--- config.mk ---
export PLATFORM = sky130hd
export DESIGN_NAME = gpio_port_resolver
export DESIGN_NICKNAME = d
export VERILOG_FILES = /design/src/rtl/gpio_res_pkg.sv /design/src/rtl/gpio_res_decode.sv /design/src/rtl/gpio_line_resolver.sv /design/src/rtl/gpio_res_datapath.sv /design/src/rtl/gpio_port_resolver.sv
export SDC_FILE = /design/constraint.sdc
export NUM_CORES = 1
export LEC_CHECK = 0
export BUFFER_PORTS_ARGS = -buffer_cell sky130_fd_sc_hd__buf_4
export CELL_PAD_IN_SITES_DETAIL_PLACEMENT = 0
export CELL_PAD_IN_SITES_GLOBAL_PLACEMENT = 1
export CORE_MARGIN = 2
export CORE_UTILIZATION = 43
export DETAILED_ROUTE_END_ITERATION = 7
export PLACE_DENSITY_LB_ADDON = 0.1
export RECOVER_POWER = 50
export SLEW_MARGIN = 20
export SYNTH_ARGS = -nofsm -noshare
export SYNTH_HDL_FRONTEND = slang
export SYNTH_SLANG_ARGS = --single-unit
--- constraint.sdc ---
create_clock -name clk -period 6.9 [get_ports clk]
set_input_delay 1.38 -clock clk [delete_from_list [all_inputs] [get_ports clk]]
set_output_delay 1.38 -clock clk [all_outputs]
set_load 0.01 [all_outputs]
--- src/rtl/gpio_res_pkg.sv ---
package gpio_res_pkg;

  localparam int ADDR_W = 2;

  localparam logic [ADDR_W-1:0] ADDR_CFG  = 2'd0;
  localparam logic [ADDR_W-1:0] ADDR_DATA = 2'd1;
  localparam logic [ADDR_W-1:0] ADDR_INTC = 2'd2;

  localparam logic [1:0] SIZE_BYTE = 2'd0;
  localparam logic [1:0] SIZE_WORD = 2'd1;
  localparam logic [1:0] SIZE_LONG = 2'd2;

  // Strobes from the decoder to the datapath
  typedef struct packed {
    logic wrCfg;
    logic wrData;
    logic wrIntc;
    logic rdCfg;
    logic rdData;
    logic rdIntc;
    logic rdAny;
  } strobe_t;

endpackage

--- src/rtl/gpio_res_decode.sv ---
module gpio_res_decode
  import gpio_res_pkg::*;
(
  input  logic              busWr,
  input  logic              busRd,
  input  logic [ADDR_W-1:0] busAddr,
  input  logic [1:0]        busSize,
  output strobe_t           strb
);

  logic isCfg, isData, isIntc, sizeLong, sizeWord;

  always_comb begin
    isCfg    = (busAddr == ADDR_CFG);
    isData   = (busAddr == ADDR_DATA);
    isIntc   = (busAddr == ADDR_INTC);
    sizeLong = (busSize == SIZE_LONG);
    sizeWord = (busSize == SIZE_WORD);

    strb        = '0;
    strb.wrCfg  = busWr && isCfg  && sizeLong;
    strb.wrData = busWr && isData && sizeWord;
    strb.wrIntc = busWr && isIntc && sizeWord;
    strb.rdCfg  = busRd && isCfg;
    strb.rdData = busRd && isData;
    strb.rdIntc = busRd && isIntc;
    strb.rdAny  = busRd;
  end

endmodule

--- src/rtl/gpio_line_resolver.sv ---
module gpio_line_resolver #(
  parameter int NUM_PINS = 16
) (
  input  logic [2*NUM_PINS-1:0] cfgWord,
  input  logic [NUM_PINS-1:0]   cpuData,
  input  logic [NUM_PINS-1:0]   perDir,
  input  logic [NUM_PINS-1:0]   perData,
  output logic [NUM_PINS-1:0]   level
);

  logic [NUM_PINS-1:0] cpuDir;
  logic [NUM_PINS-1:0] pullUp;

  // Each pin owns an adjacent bit pair: even = drive, odd = pull-up
  for (genvar g = 0; g < NUM_PINS; g++) begin : gFields
    assign cpuDir[g] = cfgWord[2*g];
    assign pullUp[g] = cfgWord[2*g+1];
  end

  assign level = (cpuDir & cpuData)
               | (perDir & perData)
               | (~(cpuDir | perDir) & pullUp);

endmodule

--- src/rtl/gpio_res_datapath.sv ---
module gpio_res_datapath
  import gpio_res_pkg::*;
#(
  parameter int NUM_PINS = 16,
  parameter int BUS_W    = 32
) (
  input  logic                clk,
  input  logic                rstN,
  input  strobe_t             strb,
  input  logic [BUS_W-1:0]    busWdata,
  input  logic [NUM_PINS-1:0] periphDir,
  input  logic [NUM_PINS-1:0] periphData,
  output logic [BUS_W-1:0]    busRdata,
  output logic                busRvalid,
  output logic [NUM_PINS-1:0] pinLevel,
  output logic                chgPulse,
  output logic [NUM_PINS-1:0] chgBefore,
  output logic [NUM_PINS-1:0] chgAfter,
  output logic                errPulse
);

  localparam int CFG_W  = 2 * NUM_PINS;
  localparam int WORD_W = BUS_W / 2;

  logic [CFG_W-1:0]    cfgQ, cfgNext;
  logic [NUM_PINS-1:0] dataQ, dataNext;
  logic [WORD_W-1:0]   intcQ;
  logic [NUM_PINS-1:0] perDirQ, perDataQ;
  logic [NUM_PINS-1:0] curLevel, postLevel;
  logic [BUS_W-1:0]    rdMux;
  logic                levelWrite;

  assign cfgNext    = strb.wrCfg  ? busWdata[CFG_W-1:0]    : cfgQ;
  assign dataNext   = strb.wrData ? busWdata[NUM_PINS-1:0] : dataQ;
  assign levelWrite = strb.wrCfg | strb.wrData;

  // Present levels
  gpio_line_resolver #(.NUM_PINS(NUM_PINS)) uCur (
    .cfgWord (cfgQ),
    .cpuData (dataQ),
    .perDir  (perDirQ),
    .perData (perDataQ),
    .level   (curLevel)
  );

  // Levels once the pending write lands, with the peripheral side frozen
  gpio_line_resolver #(.NUM_PINS(NUM_PINS)) uPost (
    .cfgWord (cfgNext),
    .cpuData (dataNext),
    .perDir  (perDirQ),
    .perData (perDataQ),
    .level   (postLevel)
  );

  assign pinLevel = curLevel;

  always_comb begin
    rdMux = '0;
    if (strb.rdCfg)  rdMux = BUS_W'(cfgQ);
    if (strb.rdData) rdMux = BUS_W'(curLevel);
    if (strb.rdIntc) rdMux = BUS_W'(intcQ);
  end

  always_ff @(posedge clk) begin
    if (!rstN) begin
      cfgQ      <= '0;
      dataQ     <= '0;
      intcQ     <= '0;
      perDirQ   <= '0;
      perDataQ  <= '0;
      chgPulse  <= 1'b0;
      chgBefore <= '0;
      chgAfter  <= '0;
      errPulse  <= 1'b0;
      busRdata  <= '0;
      busRvalid <= 1'b0;
    end else begin
      cfgQ     <= cfgNext;
      dataQ    <= dataNext;
      perDirQ  <= periphDir;
      perDataQ <= periphData;
      if (strb.wrIntc) intcQ <= busWdata[WORD_W-1:0];
      chgPulse <= levelWrite && (postLevel != curLevel);
      if (levelWrite && (postLevel != curLevel)) begin
        chgBefore <= curLevel;
        chgAfter  <= postLevel;
      end
      errPulse  <= strb.wrIntc && (busWdata[WORD_W-1:0] != '0);
      busRvalid <= strb.rdAny;
      busRdata  <= rdMux;
    end
  end

endmodule

--- src/rtl/gpio_port_resolver.sv ---
module gpio_port_resolver
  import gpio_res_pkg::*;
#(
  parameter int NUM_PINS = 16,
  parameter int BUS_W    = 32
) (
  input  logic                clk,
  input  logic                rstN,
  input  logic                busWr,
  input  logic                busRd,
  input  logic [1:0]          busAddr,
  input  logic [1:0]          busSize,
  input  logic [BUS_W-1:0]    busWdata,
  output logic [BUS_W-1:0]    busRdata,
  output logic                busRvalid,
  input  logic [NUM_PINS-1:0] periphDir,
  input  logic [NUM_PINS-1:0] periphData,
  output logic [NUM_PINS-1:0] pinLevel,
  output logic                chgPulse,
  output logic [NUM_PINS-1:0] chgBefore,
  output logic [NUM_PINS-1:0] chgAfter,
  output logic                errPulse
);

  strobe_t strb;

  gpio_res_decode uDecode (
    .busWr   (busWr),
    .busRd   (busRd),
    .busAddr (busAddr),
    .busSize (busSize),
    .strb    (strb)
  );

  gpio_res_datapath #(.NUM_PINS(NUM_PINS), .BUS_W(BUS_W)) uPath (
    .clk        (clk),
    .rstN       (rstN),
    .strb       (strb),
    .busWdata   (busWdata),
    .periphDir  (periphDir),
    .periphData (periphData),
    .busRdata   (busRdata),
    .busRvalid  (busRvalid),
    .pinLevel   (pinLevel),
    .chgPulse   (chgPulse),
    .chgBefore  (chgBefore),
    .chgAfter   (chgAfter),
    .errPulse   (errPulse)
  );

endmodule

==> impl_metrics.toml <==
[clock_tree]
hold_buffers = 0
cts_resized = 0
cts_buffer_depth = 2
cts_root_buffer = "clkbuf_16"
h-tree-depth = 4
path_clk_slew_ns = 0.07
cts_buffers = 17
insertion_delay_ns = 0.45
clock-sinks = 163
post-cts-setup-buffers = 0
tritoncts = "built"

[synth]
syn-mean-instance-area_um2 = 8.80
synth.largest_area_cell = "dfxtp_1"
synth_edf_count = 0
ys_warn_count = 0
yosys.cell_count.top_type = "dfxtp_1"
netlist_area_mm2 = 0.00697
synthTopCellsByCount = "dfxtp_1 (163), nand2_1 (85), a21boi_0 (63)"
yosys-top-cells-area = "dfxtp_1 (47%), a21boi_0 (6.8%), nand2_1 (4.6%)"
ys.flop_type = "dfxtp_1"
synth-seq-cells = 163
yosysSeqAreaShare_pct = 46.8
synth_cell_types = 58
synth_top_area_share_pct = 46.8
synthCells = 792
synth-async-reset-ratio_pct = 0
syn_nets = 864

[routing]
drc = 0
via_per_inst = 5.83
drtPass1Iterations = 5
drt_iter0_markers = 649
wl_met3_mm = 1.86
dr.max_layer_used = "met4"
wl_met1_mm = 10.7
wl_met2_mm = 10.8
wl_per_cell_um = 20.8
vias = 6716
wirelength_mm = 24.0
ant_nets = 0

[placed_design]
gp_congestion = 0.949
dp_hpwl_mm = 16.5
place_inst = 1120
port_buffers = 154

[critical_path]
crit_chain = "clkbuf_1 -> clkbuf_1 -> o31ai_1 -> a21oi_1"
r2r_cells = 9
cpLargestDelayFamily = "buffers and inverters"
cp-start-kind = "primary input"
slowest_stage = "clkbuf_1"
path_class = "in -> reg"
crit_path_max_incr_delay_ns = 2.10
critPathBufInv = 2
crit_top_cell = "clkbuf_1"
crit-reg2reg-capture = "uPath.chgPulse"
r2r_start = "uPath.perDirQ[2]"
required_ns = 7.27
ff2ff_setup_slack_ns = 3.35
worstPathArrival_ns = 5.70
worstPathMaxFanout = 72
endpoint_kind = "flop"

[global_route]
grt.total_usage_pct = 27.6
grt_max_degree = 73
antenna_found_initial = 0
grt_pass1_vias = 6458
grt_pass1_wl_mm = 37.0
grt_overflow = 0

[finish]
nets = 995
area_delta_synth_final_pct = 23.0
antenna_cells = 0
fillers = 1611
stdcell_count = 1152
final_core_util_pct = 54.0
layout-drive-gt1-share_pct = 15.0

[timing]
clock_skew_ns = 0.0199
finalCritPeriodShare_pct = 77.2
setup_tns_ns = 0
min_period_ns = 5.32
worst-slew-pin-transition_ns = 2.83
rsz0062_at_grt = "no"
fmax_mhz = 188
slew_viol_final = 135
final_hold_viol_count = 0
setup-violations-final = 0
relSlewSlack_pct = -88.7

[power_and_ir_drop]
pwr_density_cell_mw_per_mm2 = 253
leakagePower_nw = 3.20
peakVddDrop_mv = 0.182

[floorplan]
pin_count = 155
coreArea_mm2 = 0.0159
fp.dieW_um = 131
start_util_pct = 43.9
die-area_mm2 = 0.0173
rows = 46
dieHeight_um = 131

[status]
status = "complete, but fails checks"
violations = "capacitance limit, slew limit"

[run]
maxCapViolations = 2

[min_path]
hp-class = "reg -> reg"
min_to = "uPath.chgAfter[15]"
whs_path_depth = 2
worstHoldStart = "uPath.chgAfter[15]"
## cell families (layout without fill, tap and decap cells)
group	count (synthesis)	count (layout)	share of synthesized area (%)
simple gates	279	279	20.8
flops	163	163	46.8
buf+inv	78	222	4.79
mux	2	2	0.287
xor+xnor	1	1	0.126
compound gates	269	269	27.2
## worst reg2reg max path, delay by kind of cell (launching register included)
family / cells / cell delay [ns]
AOI/OAI and AO/OA: 2 / 0.85
buffers and inverters: 2 / 0.51
DFF: 1 / 0.34
and+or+nand+nor: 5 / 1.73
## routing by layer
metal  vias up  GRT usage (%)
li1       3141              -
met1      3177           37.3
met2       346           43.1
met3        52           5.75
met4         0           11.3
met5         -              0
## layout by cell type, fill, tap and decap left out, types with 3 or more instances in the layout
master      count
a211oi_1        6
a21boi_0       63
a21o_1          4
a21oi_1        41
a221o_1         3
a221oi_1        9
a22o_1          4
a22oi_1        10
and2_0         23
and2_1         16
and3_1         18
buf_4         101
clkbuf_1       70
clkbuf_16      17
clkinv_4        5
clkinvlp_4      4
dfxtp_1       163
inv_1          19
nand2_1        85
nand2b_1       11
nand3_1        37
nand3b_1        4
nand4_1         8
nor2_1         27
nor3_1         10
nor3b_1        17
nor4_1          7
o211ai_1        4
o21a_1         17
o21ai_0        37
o21ai_1         3
o221ai_1       16
o31ai_1        32
o41ai_1         3
## layout make-up
type	count	area, um^2	area share (%)
inverters	19	71.3	0.831
clock buffers	18	439	5.12
multi-input cells	551	3380	39.4
repair buffers	171	1020	11.9
well taps	216	270	3.15
clock inverters	14	131	1.53
flip-flops and latches	163	3260	38.0
## stage by stage
| step | worst slack, ns | hold slack (ns) | total power [mW] | cell area, um^2 |
|---|---|---|---|---|
| floorplan | 3.27 | 0.443 | 1.15 | 6970 |
| global placement | 1.71 | 0.448 | 1.28 | 8270 |
| detailed placement | 1.64 | 0.456 | 1.28 | 8270 |
| CTS | 2.06 | 0.467 | 2.19 | 8840 |
| global route | 1.12 | 0.490 | 2.24 | 8580 |
| finish | 1.58 | 0.464 | 2.17 | 8580 |
## how the worst max path moves through the flow
stage / startpoint / to / slack (ns) / cells after the start
4_1_cts: busAddr[0] / uPath.chgAfter[9] / 2.06 / 11
3_5_place_dp: busAddr[0] / uPath.chgAfter[15] / 1.64 / 11
2_1_floorplan: busAddr[1] / uPath.chgAfter[0] / 3.27 / 11
3_3_place_gp: busAddr[0] / uPath.chgAfter[15] / 1.71 / 11
5_1_grt: rstN / uPath.chgBefore[5] / 1.12 / 4
6_report: rstN / uPath.chgBefore[0] / 1.58 / 4
## report_power, final
part / switching (mW) / internal [mW] / total [mW]
Sequential: 0.0232 / 0.976 / 1.00
Clock: 0.411 / 0.509 / 0.919
Combinational: 0.155 / 0.0940 / 0.249
Total: 0.589 / 1.58 / 2.17
## flip-flops by register name (all words and copies together) (netlist names)
name	count
uPath.busRdata	32
uPath.busRvalid	1
uPath.cfgQ	32
uPath.chgAfter	16
uPath.chgBefore	16
uPath.chgPulse	1
uPath.dataQ	16
uPath.errPulse	1
uPath.intcQ	16
uPath.perDataQ	16
uPath.perDirQ	16
No activity file was read; power rests on OpenSTA's default activity.
